### src/rtl/spi_dbuf_pkg.sv
package spi_dbuf_pkg;

  typedef struct packed {
    logic cpol;
    logic cpha;
  } spi_mode_t;

  // even edge index = first edge of a bit; cpha=0 samples there
  function automatic logic is_sample_edge(input logic cpha, input logic edge_lsb);
    return edge_lsb == cpha;
  endfunction

endpackage

### src/rtl/spi_dbuf_clkdiv.sv
module spi_dbuf_clkdiv #(
  parameter int unsigned DIV_W = 4
) (
  input  logic             clk_i,
  input  logic             rst_ni,
  input  logic             run_i,
  input  logic [DIV_W-1:0] div_i,
  output logic             tick_o
);

  logic [DIV_W-1:0] cnt_q;

  assign tick_o = run_i && (cnt_q == div_i);

  always_ff @(posedge clk_i or negedge rst_ni) begin
    if (!rst_ni)                 cnt_q <= '0;
    else if (!run_i || tick_o)   cnt_q <= '0;
    else                         cnt_q <= cnt_q + 1'b1;
  end

endmodule

### src/rtl/spi_dbuf_txbuf.sv
module spi_dbuf_txbuf #(
  parameter int unsigned DATA_W = 8
) (
  input  logic              clk_i,
  input  logic              rst_ni,
  input  logic              wr_i,
  input  logic [DATA_W-1:0] data_i,
  input  logic              take_i,
  output logic              full_o,
  output logic [DATA_W-1:0] data_o
);

  always_ff @(posedge clk_i or negedge rst_ni) begin
    if (!rst_ni) begin
      full_o <= 1'b0;
      data_o <= '0;
    end else if (take_i) begin
      full_o <= 1'b0;
    end else if (wr_i && !full_o) begin
      full_o <= 1'b1;
      data_o <= data_i;
    end
  end

endmodule

### src/rtl/spi_dbuf_rxbuf.sv
module spi_dbuf_rxbuf #(
  parameter int unsigned DATA_W = 8
) (
  input  logic              clk_i,
  input  logic              rst_ni,
  input  logic              done_i,
  input  logic [DATA_W-1:0] byte_i,
  input  logic              rd_i,
  output logic              full_o,
  output logic [DATA_W-1:0] data_o
);

  // a frame ending while full is dropped; the held byte survives
  always_ff @(posedge clk_i or negedge rst_ni) begin
    if (!rst_ni) begin
      full_o <= 1'b0;
      data_o <= '0;
    end else if (full_o) begin
      if (rd_i) full_o <= 1'b0;
    end else if (done_i) begin
      full_o <= 1'b1;
      data_o <= byte_i;
    end
  end

endmodule

### src/rtl/spi_dbuf_shifter.sv
module spi_dbuf_shifter #(
  parameter int unsigned DATA_W = 8
) (
  input  logic              clk_i,
  input  logic              rst_ni,
  input  logic              cpha_i,
  input  logic              miso_i,
  input  logic              tick_i,
  input  logic              load_i,
  input  logic [DATA_W-1:0] load_data_i,
  output logic              active_o,
  output logic              done_o,
  output logic [DATA_W-1:0] rx_byte_o,
  output logic              sck_ph_o,
  output logic              mosi_o
);

  localparam int unsigned EDGES  = 2 * DATA_W;
  localparam int unsigned EDGE_W = $clog2(EDGES);
  localparam logic [EDGE_W-1:0] LAST_EDGE = EDGE_W'(EDGES - 1);

  logic [EDGE_W-1:0] edge_q;
  logic [DATA_W-1:0] txs_q, rxs_q;
  logic              smp;

  assign smp       = spi_dbuf_pkg::is_sample_edge(cpha_i, edge_q[0]);
  assign done_o    = active_o && tick_i && (edge_q == LAST_EDGE);
  // with cpha=1 the last sample coincides with the final edge
  assign rx_byte_o = cpha_i ? {rxs_q[DATA_W-2:0], miso_i} : rxs_q;

  always_ff @(posedge clk_i or negedge rst_ni) begin
    if (!rst_ni) begin
      active_o <= 1'b0;
      edge_q   <= '0;
      sck_ph_o <= 1'b0;
      mosi_o   <= 1'b0;
      txs_q    <= '0;
      rxs_q    <= '0;
    end else if (load_i) begin
      active_o <= 1'b1;
      edge_q   <= '0;
      sck_ph_o <= 1'b0;
      if (cpha_i) begin
        txs_q <= load_data_i;
      end else begin
        mosi_o <= load_data_i[DATA_W-1];
        txs_q  <= {load_data_i[DATA_W-2:0], 1'b0};
      end
    end else if (done_o) begin
      active_o <= 1'b0;
      edge_q   <= '0;
      sck_ph_o <= 1'b0;
    end else if (active_o && tick_i) begin
      edge_q   <= edge_q + 1'b1;
      sck_ph_o <= ~sck_ph_o;
      if (smp) begin
        rxs_q <= {rxs_q[DATA_W-2:0], miso_i};
      end else begin
        mosi_o <= txs_q[DATA_W-1];
        txs_q  <= {txs_q[DATA_W-2:0], 1'b0};
      end
    end
  end

endmodule

### src/rtl/spi_dbuf_master.sv
module spi_dbuf_master #(
  parameter int unsigned DATA_W = 8,
  parameter int unsigned DIV_W  = 4
) (
  input  logic              clk_i,
  input  logic              rst_ni,
  input  logic              cpol_i,
  input  logic              cpha_i,
  input  logic [DIV_W-1:0]  div_i,
  input  logic [DATA_W-1:0] tx_data_i,
  input  logic              tx_wr_i,
  input  logic              rx_rd_i,
  output logic [DATA_W-1:0] rx_data_o,
  output logic              tx_empty_o,
  output logic              rx_full_o,
  output logic              busy_o,
  output logic              sck_o,
  output logic              mosi_o,
  input  logic              miso_i
);

  spi_dbuf_pkg::spi_mode_t mode;
  logic              tick, active, done, load, tx_full, sck_ph;
  logic [DATA_W-1:0] tx_byte, rx_byte;

  assign mode = '{cpol: cpol_i, cpha: cpha_i};
  // idle: take at once; running: take on the closing edge, no gap
  assign load = tx_full && (!active || done);

  spi_dbuf_clkdiv #(.DIV_W(DIV_W)) i_clkdiv (
    .clk_i  (clk_i),
    .rst_ni (rst_ni),
    .run_i  (active),
    .div_i  (div_i),
    .tick_o (tick)
  );

  spi_dbuf_txbuf #(.DATA_W(DATA_W)) i_txbuf (
    .clk_i  (clk_i),
    .rst_ni (rst_ni),
    .wr_i   (tx_wr_i),
    .data_i (tx_data_i),
    .take_i (load),
    .full_o (tx_full),
    .data_o (tx_byte)
  );

  spi_dbuf_shifter #(.DATA_W(DATA_W)) i_shifter (
    .clk_i       (clk_i),
    .rst_ni      (rst_ni),
    .cpha_i      (mode.cpha),
    .miso_i      (miso_i),
    .tick_i      (tick),
    .load_i      (load),
    .load_data_i (tx_byte),
    .active_o    (active),
    .done_o      (done),
    .rx_byte_o   (rx_byte),
    .sck_ph_o    (sck_ph),
    .mosi_o      (mosi_o)
  );

  spi_dbuf_rxbuf #(.DATA_W(DATA_W)) i_rxbuf (
    .clk_i  (clk_i),
    .rst_ni (rst_ni),
    .done_i (done),
    .byte_i (rx_byte),
    .rd_i   (rx_rd_i),
    .full_o (rx_full_o),
    .data_o (rx_data_o)
  );

  assign sck_o      = mode.cpol ^ sck_ph;
  assign busy_o     = active | tx_full;
  assign tx_empty_o = ~tx_full;

endmodule

### config.mk
export PLATFORM = sky130hd
export DESIGN_NAME = spi_dbuf_master
export DESIGN_NICKNAME = d
export VERILOG_FILES = /design/src/rtl/spi_dbuf_pkg.sv /design/src/rtl/spi_dbuf_clkdiv.sv /design/src/rtl/spi_dbuf_txbuf.sv /design/src/rtl/spi_dbuf_rxbuf.sv /design/src/rtl/spi_dbuf_shifter.sv /design/src/rtl/spi_dbuf_master.sv
export SDC_FILE = /design/constraint.sdc
export NUM_CORES = 1
export LEC_CHECK = 0
export BUFFER_PORTS_ARGS = -buffer_cell sky130_fd_sc_hd__buf_4
export CAP_MARGIN = 10
export CELL_PAD_IN_SITES_DETAIL_PLACEMENT = 0
export CELL_PAD_IN_SITES_GLOBAL_PLACEMENT = 1
export CORE_UTILIZATION = 45
export CTS_CLUSTER_SIZE = 8
export DETAILED_ROUTE_END_ITERATION = 8
export PLACE_DENSITY_LB_ADDON = 0.12
export RECOVER_POWER = 50
export SYNTH_ARGS = -nofsm -noshare
export SYNTH_HDL_FRONTEND = slang
export SYNTH_SLANG_ARGS = --single-unit
### constraint.sdc
create_clock -name clk_i -period 2.2 [get_ports clk_i]
set_input_delay 0.22 -clock clk_i [delete_from_list [all_inputs] [get_ports clk_i]]
set_output_delay 0.22 -clock clk_i [all_outputs]
set_load 0.01 [all_outputs]
==> impl_metrics.py, run 1 <==
metrics = {
    "setup_path": {
        "cp-end-kind": "register",
        "cp_top_family": "simple AND/OR/NAND/NOR gates",
        "critPathArrivalTime_ns": 2.10,
        "cp-start-kind": "register",
        "cp_cell_sequence": "ha_1, nand4_2, nand2_1, nor3_4, mux2_2",
        "critPathMaxFanout": 8,
        "crit_path_top_delay_cell": "dfrtp_1",
        "crit_required_ns": 2.38,
        "worst-path-buf-inv": 0,
        "critical_path.max_stage_delay_ns": 0.47,
        "critical_path_class": "register to register",
    },
    "sta": {
        "slew_violations": 0,
        "relSlewSlack_pct": 26.3,
        "fin_crit_ns": 1.92,
        "max_freq_mhz": 520,
        "fin_setup_tns_ns": 0,
        "setup_viol": 0,
        "hold_ws_ns": 0.0911,
        "period_share_pct": 87.4,
        "worstMarginPinSlew_ns": 1.11,
        "hold_viol_final": 0,
        "rsz0062_at_grt": "no",
        "skew_ns": 0.00533,
    },
    "yosys": {
        "synth_area_per_cell_um2": 11.6,
        "synth_compound_area_share_pct": 10.3,
        "yosys_warnings": 0,
        "ys_ff_latch": 45,
        "synthesis.area_um2": 2140,
        "syn_nets": 205,
        "synth_top_family_by_area": "multiplexers",
        "synth-edff-count": 0,
        "ys_seq_area_share_pct": 52.6,
        "synth_cells": 184,
        "synth-xor-area-share_pct": 4.03,
        "yosys.area_share.simple_pct": 12.8,
        "async_reset_ff_share_pct": 100,
        "ys_types": 35,
        "synth-main-ff-cell": "dfrtp_1",
        "synth_adder_area_share_pct": 1.17,
        "synthMuxAreaShare_pct": 15.4,
    },
    "cells_and_area": {
        "stdcell_count": 270,
        "antennaDiodeCount": 0,
        "syn2layout_area_growth_pct": 15.1,
        "drive_above_1_share_pct": 26.1,
        "fin_nets": 238,
    },
    "die": {
        "ios": 32,
        "dieArea_um2": 5040,
        "rows": 24,
        "dieWidth_um": 71.0,
        "core_um2": 4470,
        "dieHeight_um": 71.0,
        "initial_core_util_pct": 47.9,
    },
    "clock_tree": {
        "max-clock-path-buffers": 2,
        "clock-sinks": 45,
        "cts_buffers": 5,
        "cts_tree": "done",
        "path_clk_slew_ns": 0.08,
        "htreeDepth": 2,
        "root_buffer": "clkbuf_8",
        "clock_latency_ns": 0.29,
    },
    "run_status": {
        "violations": "DRC",
        "run_status": "finished with violations",
    },
    "global_route": {
        "antenna_found_initial": 0,
        "grt_remaining_overflow": 0,
        "track_usage_pct": 17.5,
        "grt_pass1_vias": 1452,
        "grt_max_degree": 46,
        "grt_pass1_wl_mm": 6.79,
    },
    "routing": {
        "drt_iter0_drc": 81,
        "drt.antenna.violating_nets": 0,
        "dr.pass1.iters": 6,
        "avgRoutedWirePerCell_um": 14.7,
        "vias_per_cell": 5.33,
        "vias": 1440,
        "drc": 3,
        "drt-total-wl_mm": 3.97,
    },
    "placed_design": {
        "place.gp.congestion": 0.756,
        "post-dp-hpwl_mm": 2.84,
        "dp_cells": 261,
        "io_buffers": 31,
    },
    "pwr": {
        "p_leak_nw": 1.13,
        "vdd_ir_drop_max_uv": 475,
        "cellPowerDensity_nw_per_um2": 1020,
    },
    "min_path": {
        "hold_class": "input pin to register",
    },
    "job": {
        "drv_cap": 0,
    },
}
==> layer usage <==
metal | share of wire (%) | global-route usage [%] | wire length, um | vias to the layer above
met1 | 47 | 22.7 | 1860 | 695
met4 | 0.91 | 6.44 | 36 | 0
met3 | 3.8 | 4.56 | 149 | 4
met5 | 0 | 0 | 0 | -
li1 | - | - | - | 716
met2 | 48 | 28.6 | 1920 | 25
==> cells in the final DEF (no fill, tap or decap), drive strengths merged, types with 2 or more instances in the layout <==
cell type  instances
a21oi              2
a22o               3
buf               28
clkbuf            15
dfrtp             45
ha                 2
inv                3
mux2              16
mux2i             15
nand2             25
nand3             12
nand4              3
nor2               6
o211ai             7
o21ai             14
xnor2              6
xor2               3
==> cells in the mapped netlist (all sizes together) (3+ instances only) <==
master | n | share of area (%)
mux2 | 16 | 8.4
nand4 | 3 | 1.5
clkbuf | 3 | 0.58
mux2i | 15 | 7.0
nand2 | 25 | 4.4
nand3 | 12 | 2.8
xnor2 | 6 | 2.5
xor2 | 3 | 1.6
inv | 3 | 0.53
dfrtp | 45 | 53
o211ai | 7 | 2.5
o21ai | 14 | 3.3
nor2 | 6 | 1.1
buf | 7 | 2.6
a22o | 3 | 1.2
==> registers in the layout, indices dropped and copies added, names as in the netlist, 4 cells and up <==
register,count
i_txbuf.data_o,8
i_clkdiv.cnt_q,4
i_shifter.txs_q,8
i_shifter.edge_q,4
i_shifter.rxs_q,8
i_rxbuf.data_o,8
==> stage by stage <==
stage | utilization (%) | total power, mW | setup slack, ns | instance area, um2
after global placement | 53.7 | 2.01 | 0.348 | 2400
after CTS | 55.7 | 2.55 | 0.270 | 2490
after floorplan | - | 1.82 | 0.500 | 2140
final | 55.1 | 2.51 | 0.278 | 2470
after detailed placement | 53.7 | 2.06 | 0.293 | 2400
after global routing | 55.1 | 2.69 | 0.128 | 2470
==> kinds of logic after synthesis <==
family / after synthesis
buffers and inverters: 13
multiplexers: 31
AND/OR/NAND/NOR: 53
flip-flops: 45
XOR/XNOR: 9
AO/OA/AOI/OAI: 31
adder cells (fa/ha/maj): 2
==> worst register-to-register path: stages, from the launching register on <==
cell and delay [ns]:
dfrtp_1 0.47, ha_1 0.26, nand4_2 0.19, nand2_1 0.15
nor3_4 0.35, mux2_2 0.39
==> path summary, 6_finish.rpt <==
| check | start | end | slack (ns) | cells past startpoint |
|---|---|---|---|---|
| worst max-delay path | i_shifter.edge_q[0] | i_shifter.rxs_q[7] | 0.28 | 5 |
| worst min-delay path | rx_rd_i | i_rxbuf.full_o | 0.09 | 2 |
| worst max register to register | i_shifter.edge_q[0] | i_shifter.rxs_q[7] | 0.28 | 5 |
| worst min register to register | i_rxbuf.data_o[3] | i_rxbuf.data_o[3] | 0.48 | 2 |
| max in group asynchronous | rst_ni | i_shifter.rxs_q[4] | 0.85 | 2 |
| min in group asynchronous | rst_ni | i_clkdiv.cnt_q[2] | 0.65 | 2 |
==> power breakdown <==
part           leakage [nW]  internal [mW]  switching [mW]
Sequential            0.578           1.08           0.214
Combinational         0.511          0.395           0.339
Clock                0.0395          0.226           0.260
==> final cells by class <==
type	instances	area, um2
Clock buffer	8	80.1
Fill cell	391	2010
Inverter	3	11.3
Multi-Input combinational cell	126	936
Sequential cell	45	1130
Tap cell	52	65.1
Timing Repair Buffer	36	248
==> repair_timing <==
item / CTS / global route
buffers inserted: 0 / 0
hold buffers: 1 / 0
resized for setup: 0 / 0
endpoints found under the hold margin: 45 / 0
No activity file was read; power rests on OpenSTA's default activity.
==> inputs of run 2 (changes only) <==
--- a/config.mk
+++ b/config.mk
@@ -13,7 +13,6 @@
 export CTS_CLUSTER_SIZE = 8
 export DETAILED_ROUTE_END_ITERATION = 8
 export PLACE_DENSITY_LB_ADDON = 0.12
-export RECOVER_POWER = 50
 export SYNTH_ARGS = -nofsm -noshare
 export SYNTH_HDL_FRONTEND = slang
 export SYNTH_SLANG_ARGS = --single-unit
==> run 2 against run 1 <==
  * Largest power group unchanged
  * Routed wire length rose by 0.20%
  * First-iteration DRC count rose by 2.5%
  * Non-clock buffer count did not move
  * Clock-buffer cell count did not move
  * Utilization rose by 0.56 points
  * Worst hold slack got worse by 0.00089 ns
  * The flow still finishes with violations (DRC)
  * Critical path type unchanged
==> impl_metrics.py, run 2 (synthesized netlist as in run 1, its figures left out) <==
metrics = {
    "sta": {
        "max_freq_mhz": 521,
        "setup_viol": 0,
        "worstMarginPinSlew_ns": 0.571,
        "period_share_pct": 87.2,
        "relSlewSlack_pct": 61.9,
        "slew_violations": 0,
        "skew_ns": 0.00651,
        "hold_viol_final": 0,
        "fin_crit_ns": 1.92,
        "fin_setup_tns_ns": 0,
        "timing.final.ws_setup_ns": 0.281,
        "rsz0062_at_grt": "no",
    },
    "clock_tree": {
        "cts_buffers": 5,
        "clock_latency_ns": 0.29,
        "htreeDepth": 2,
        "path_clk_slew_ns": 0.08,
        "cts_tree": "done",
        "clock-sinks": 45,
        "cts_resized": 0,
        "root_buffer": "clkbuf_8",
        "max-clock-path-buffers": 2,
    },
    "routing": {
        "drt_iter0_drc": 83,
        "avgRoutedWirePerCell_um": 14.7,
        "dr.pass1.iters": 6,
        "vias": 1442,
        "vias_per_cell": 5.34,
        "drt.antenna.violating_nets": 0,
        "drc": 3,
        "drt-total-wl_mm": 3.98,
    },
    "setup_path": {
        "rr_worst_depth": 5,
        "critPathMaxFanout": 8,
        "critPathArrivalTime_ns": 2.10,
        "cp_cell_sequence": "ha_1, nand4_2, nand2_1, nor3_4, mux2_2",
        "reg2reg_from": "i_shifter.edge_q[0]",
        "crit_required_ns": 2.38,
        "cp-start-kind": "register",
        "crit_path_top_delay_cell": "dfrtp_1",
        "cp_top_family": "simple AND/OR/NAND/NOR gates",
        "r2r_slack_ns": 0.28,
        "critical_path_class": "register to register",
        "timing.rr.end": "i_shifter.rxs_q[7]",
        "cp-end-kind": "register",
        "critical_path.max_stage_delay_ns": 0.47,
        "worst-path-buf-inv": 0,
    },
    "placed_design": {
        "dp_cells": 261,
        "place.gp.congestion": 0.756,
        "post-dp-hpwl_mm": 2.84,
        "io_buffers": 31,
        "place_worst_setup_slack_ns": 0.293,
    },
    "min_path": {
        "min_path_cells": 2,
        "min-delay-start": "rx_rd_i",
        "hold_class": "input pin to register",
        "whs_endpoint": "i_rxbuf.full_o",
    },
    "pwr": {
        "vdd_ir_drop_max_uv": 476,
        "p_leak_nw": 1.15,
        "cellPowerDensity_nw_per_um2": 1010,
    },
    "run_status": {
        "violations": "DRC",
        "run_status": "finished with violations",
    },
    "die": {
        "core_um2": 4470,
        "rows": 24,
        "dieHeight_um": 71.0,
        "initial_core_util_pct": 47.9,
        "ios": 32,
        "dieArea_um2": 5040,
        "dieWidth_um": 71.0,
    },
    "cells_and_area": {
        "syn2layout_area_growth_pct": 16.3,
        "layout_commonest_cell": "dfrtp_1",
        "drive_above_1_share_pct": 28.9,
        "fin_nets": 238,
        "antennaDiodeCount": 0,
        "fillers": 385,
        "layout_common_cells": "dfrtp_1, buf_4, nand2_1",
        "stdcell_count": 270,
    },
    "global_route": {
        "grt_pass1_vias": 1452,
        "grt_remaining_overflow": 0,
        "grt_max_degree": 46,
        "track_usage_pct": 17.5,
        "antenna_found_initial": 0,
        "grt_pass1_wl_mm": 6.79,
    },
    "job": {
        "drv_cap": 0,
    },
}
-- run 2: repair_timing --
action | 4_1_cts | 5_1_grt
buffers inserted | 0 | 0
hold endpoints to repair | 45 | 0
hold buffers | 1 | 0
-- run 2: layer usage --
metal  up-vias  routed length [um]  global-route usage [%]
met2        27                1950                    28.6
met5         -                   0                       0
li1        715                   -                       -
met4         0                  36                    6.44
met3         4                 153                    4.56
met1       696                1840                    22.7
-- run 2: through the flow --
| step | area [um2] | power [mW] | utilization [%] | hold slack (ns) |
|---|---|---|---|---|
| 2_1_floorplan | 2140 | 1.82 | - | -0.0756 |
| 3_3_place_gp | 2400 | 2.01 | 53.7 | 0.246 |
| 3_5_place_dp | 2400 | 2.06 | 53.7 | 0.255 |
| 4_1_cts | 2490 | 2.55 | 55.7 | 0.0877 |
| 5_1_grt | 2490 | 2.69 | 55.7 | 0.0994 |
| 6_report | 2490 | 2.52 | 55.7 | 0.0902 |
-- run 2: layout make-up --
class | instances | area (um2) | area share (%)
Timing Repair Buffer | 36 | 273 | 10.9
Tap cell | 52 | 65.1 | 2.61
Multi-Input combinational cell | 126 | 936 | 37.6
Clock buffer | 8 | 80.1 | 3.21
Sequential cell | 45 | 1130 | 45.2
Inverter | 3 | 11.3 | 0.452
-- run 2: worst max-delay path by stage --
| stage | startpoint | endpoint | slack (ns) | depth (start not counted) |
|---|---|---|---|---|
| after floorplan | i_shifter.edge_q[0] | i_shifter.rxs_q[0] | 0.50 | 5 |
| after global placement | i_shifter.edge_q[0] | i_shifter.rxs_q[4] | 0.35 | 5 |
| after CTS | i_shifter.edge_q[0] | i_shifter.rxs_q[7] | 0.27 | 5 |
| final | i_shifter.edge_q[0] | i_shifter.rxs_q[7] | 0.28 | 5 |
| after global routing | i_shifter.edge_q[0] | i_rxbuf.data_o[4] | 0.13 | 5 |
| after detailed placement | i_shifter.edge_q[0] | i_shifter.rxs_q[0] | 0.29 | 5 |
-- run 2: worst register-to-register path: stages, from the launching register on --
cell	delay (ns)
dfrtp_1	0.47
ha_1	0.26
nand4_2	0.19
nand2_1	0.15
nor3_4	0.35
mux2_2	0.39
-- run 2: power breakdown --
| part | switching (mW) | internal, mW | total [mW] |
|---|---|---|---|
| clock | 0.262 | 0.226 | 0.488 |
| sequential | 0.213 | 1.08 | 1.29 |
| combinational | 0.339 | 0.398 | 0.737 |
| total | 0.815 | 1.70 | 2.52 |
==> inputs of run 3 (changes only) <==
==> constraint.sdc (replaced) <==
create_clock -name clk_i -period 1.9 [get_ports clk_i]
set_input_delay 0.19 -clock clk_i [delete_from_list [all_inputs] [get_ports clk_i]]
set_output_delay 0.19 -clock clk_i [all_outputs]
set_load 0.01 [all_outputs]
==> run 3 against run 2 <==
  * The run now ends clean
  * Power is 20% higher
  * Non-clock buffer count is 4 higher
  * Critical path type unchanged
  * Sequential power is 16% higher
  * Highest routed layer unchanged
  * Critical path depth stayed put
  * Worst hold slack worse by 0.014 ns
  * Largest cell class unchanged
  * Via count is 2.4% higher
  * Clock skew is 0.0018 ns lower
==> impl_metrics.py, run 3 (synthesized netlist as in run 1, its figures left out) <==
metrics = {
    "pwr": {
        "p_clk_share_pct": 20.1,
        "cellPowerDensity_nw_per_um2": 1170,
        "power.internal_mw": 2.02,
        "switching_share_pct": 33.2,
        "power.switching_mw": 1.00,
        "vdd_ir_drop_max_uv": 679,
        "seqPwrFrac_pct": 49.6,
        "p_leak_nw": 1.18,
        "comb_power_share_pct": 30.3,
        "total_power_mw": 3.02,
    },
    "setup_path": {
        "cp-start-kind": "register",
        "critPathMaxFanout": 19,
        "critPathArrivalTime_ns": 1.97,
        "crit_required_ns": 2.08,
        "cp-end-kind": "register",
        "r2r_slack_ns": 0.11,
        "critical_path_class": "register to register",
    },
    "sta": {
        "worstMarginPinSlew_ns": 0.560,
        "rsz0062_at_grt": "yes",
        "hold_viol_final": 0,
        "fin_crit_ns": 1.79,
        "max_freq_mhz": 559,
        "relSlewSlack_pct": 62.7,
        "setup_viol": 0,
        "skew_ns": 0.00475,
        "period_share_pct": 94.1,
        "hold_ws_ns": 0.0767,
        "slew_violations": 0,
    },
    "routing": {
        "drt-total-wl_mm": 3.97,
        "dr.pass1.iters": 6,
        "avgRoutedWirePerCell_um": 14.5,
        "drc": 0,
        "drt_iter0_drc": 86,
        "vias_per_cell": 5.39,
        "vias": 1477,
        "drt.antenna.violating_nets": 0,
    },
    "clock_tree": {
        "path_clk_slew_ns": 0.09,
        "cts_buffers": 5,
        "max-clock-path-buffers": 2,
        "clock-sinks": 45,
        "clock_latency_ns": 0.29,
        "root_buffer": "clkbuf_8",
        "htreeDepth": 2,
        "cts_tree": "done",
    },
    "die": {
        "initial_core_util_pct": 47.9,
        "dieArea_um2": 5040,
        "dieHeight_um": 71.0,
        "dieWidth_um": 71.0,
        "ios": 32,
        "rows": 24,
        "core_um2": 4470,
    },
    "cells_and_area": {
        "drive_above_1_share_pct": 32.4,
        "layout_common_cells": "dfrtp_1, buf_4, nand2_1",
        "syn2layout_area_growth_pct": 20.1,
        "fillers": 405,
        "final-seq-area_um2": 1130,
        "finalInstanceArea_um2": 2570,
        "final_core_util_pct": 57.5,
        "layout_commonest_cell": "dfrtp_1",
        "antennaDiodeCount": 0,
        "multi_input_area_um2": 961,
        "stdcell_count": 274,
        "fin_nets": 242,
    },
    "global_route": {
        "grt_remaining_overflow": 0,
        "antenna_found_initial": 0,
        "track_usage_pct": 17.7,
        "grt_pass1_vias": 1482,
        "grt_max_degree": 46,
        "grt_pass1_wl_mm": 6.85,
    },
    "run_status": {
        "run_status": "finished, final reports clean",
    },
    "placed_design": {
        "place.gp.congestion": 0.759,
        "io_buffers": 31,
        "dp_cells": 264,
        "dpl-instance-area_um2": 2420,
        "post-dp-hpwl_mm": 2.85,
    },
    "min_path": {
        "hold_class": "input pin to register",
    },
    "job": {
        "drv_cap": 0,
    },
}
## run 3: changes by cell type in the layout (fill, tap and decap cells not counted), sizes merged
cell      previous run  this run
buf                 35        39
clkbuf               8         5
inv                  3         5
clkinvlp             0         1
## run 3: worst max-delay path, cell delays in order (launching register included)
cell and delay (ns):
dfrtp_1 0.43, xnor2_1 0.19, and4_1 0.42, a2bb2oi_4 0.20
o32a_1 0.32, o31a_1 0.11
## run 3: power groups by stage
stage	Combinational (mW)	Clock, mW	Sequential (mW)
after global routing	1.03	0.684	1.54
after CTS	0.900	0.642	1.49
after floorplan	0.638	0	1.47
final	0.915	0.608	1.50
after global placement	0.858	0	1.49
after detailed placement	0.893	0	1.51
## run 3: timing repair
action,in CTS,in global routing
setup buffers,0,1
gates resized for setup,0,4
hold endpoints to repair,45,0
setup endpoints to repair,0,17
hold buffers,1,0
## run 3: worst paths after layout
check	to	cells past startpoint	start
min in group asynchronous	i_clkdiv.cnt_q[3]	2	rst_ni
max in group asynchronous	i_shifter.txs_q[7]	2	rst_ni
worst min-delay path	i_rxbuf.full_o	2	rx_rd_i
worst max-delay path	i_shifter.mosi_o	5	i_clkdiv.cnt_q[2]
worst max register to register	i_shifter.mosi_o	5	i_clkdiv.cnt_q[2]
worst min register to register	i_rxbuf.data_o[5]	2	i_rxbuf.data_o[5]
## run 3: per-stage QoR
| step | worst slack (ns) | TNS, ns |
|---|---|---|
| 2_1_floorplan | 0.200 | 0 |
| 3_3_place_gp | 0.0714 | 0 |
| 3_5_place_dp | 0.0536 | 0 |
| 4_1_cts | 0.00969 | 0 |
| 5_1_grt | -0.00295 | -0.00295 |
| 6_report | 0.111 | 0 |
## run 3: cell type report
class                      count  area share, %
multi-input combinational    126           37.4
inverter                       3          0.438
clock buffer                   5           2.68
clock inverter                 3          0.973
timing repair buffer          40           12.3
tap                           52           2.53
sequential                    45           43.8
## run 3: per-layer routing
layer | track usage (%) | part of all wire (%) | up-vias
met5 | 0 | 0 | -
li1 | - | - | 728
met1 | 22.5 | 46 | 723
met4 | 4.67 | 0.81 | 0
met3 | 4.84 | 3.2 | 4
met2 | 30.0 | 50 | 22
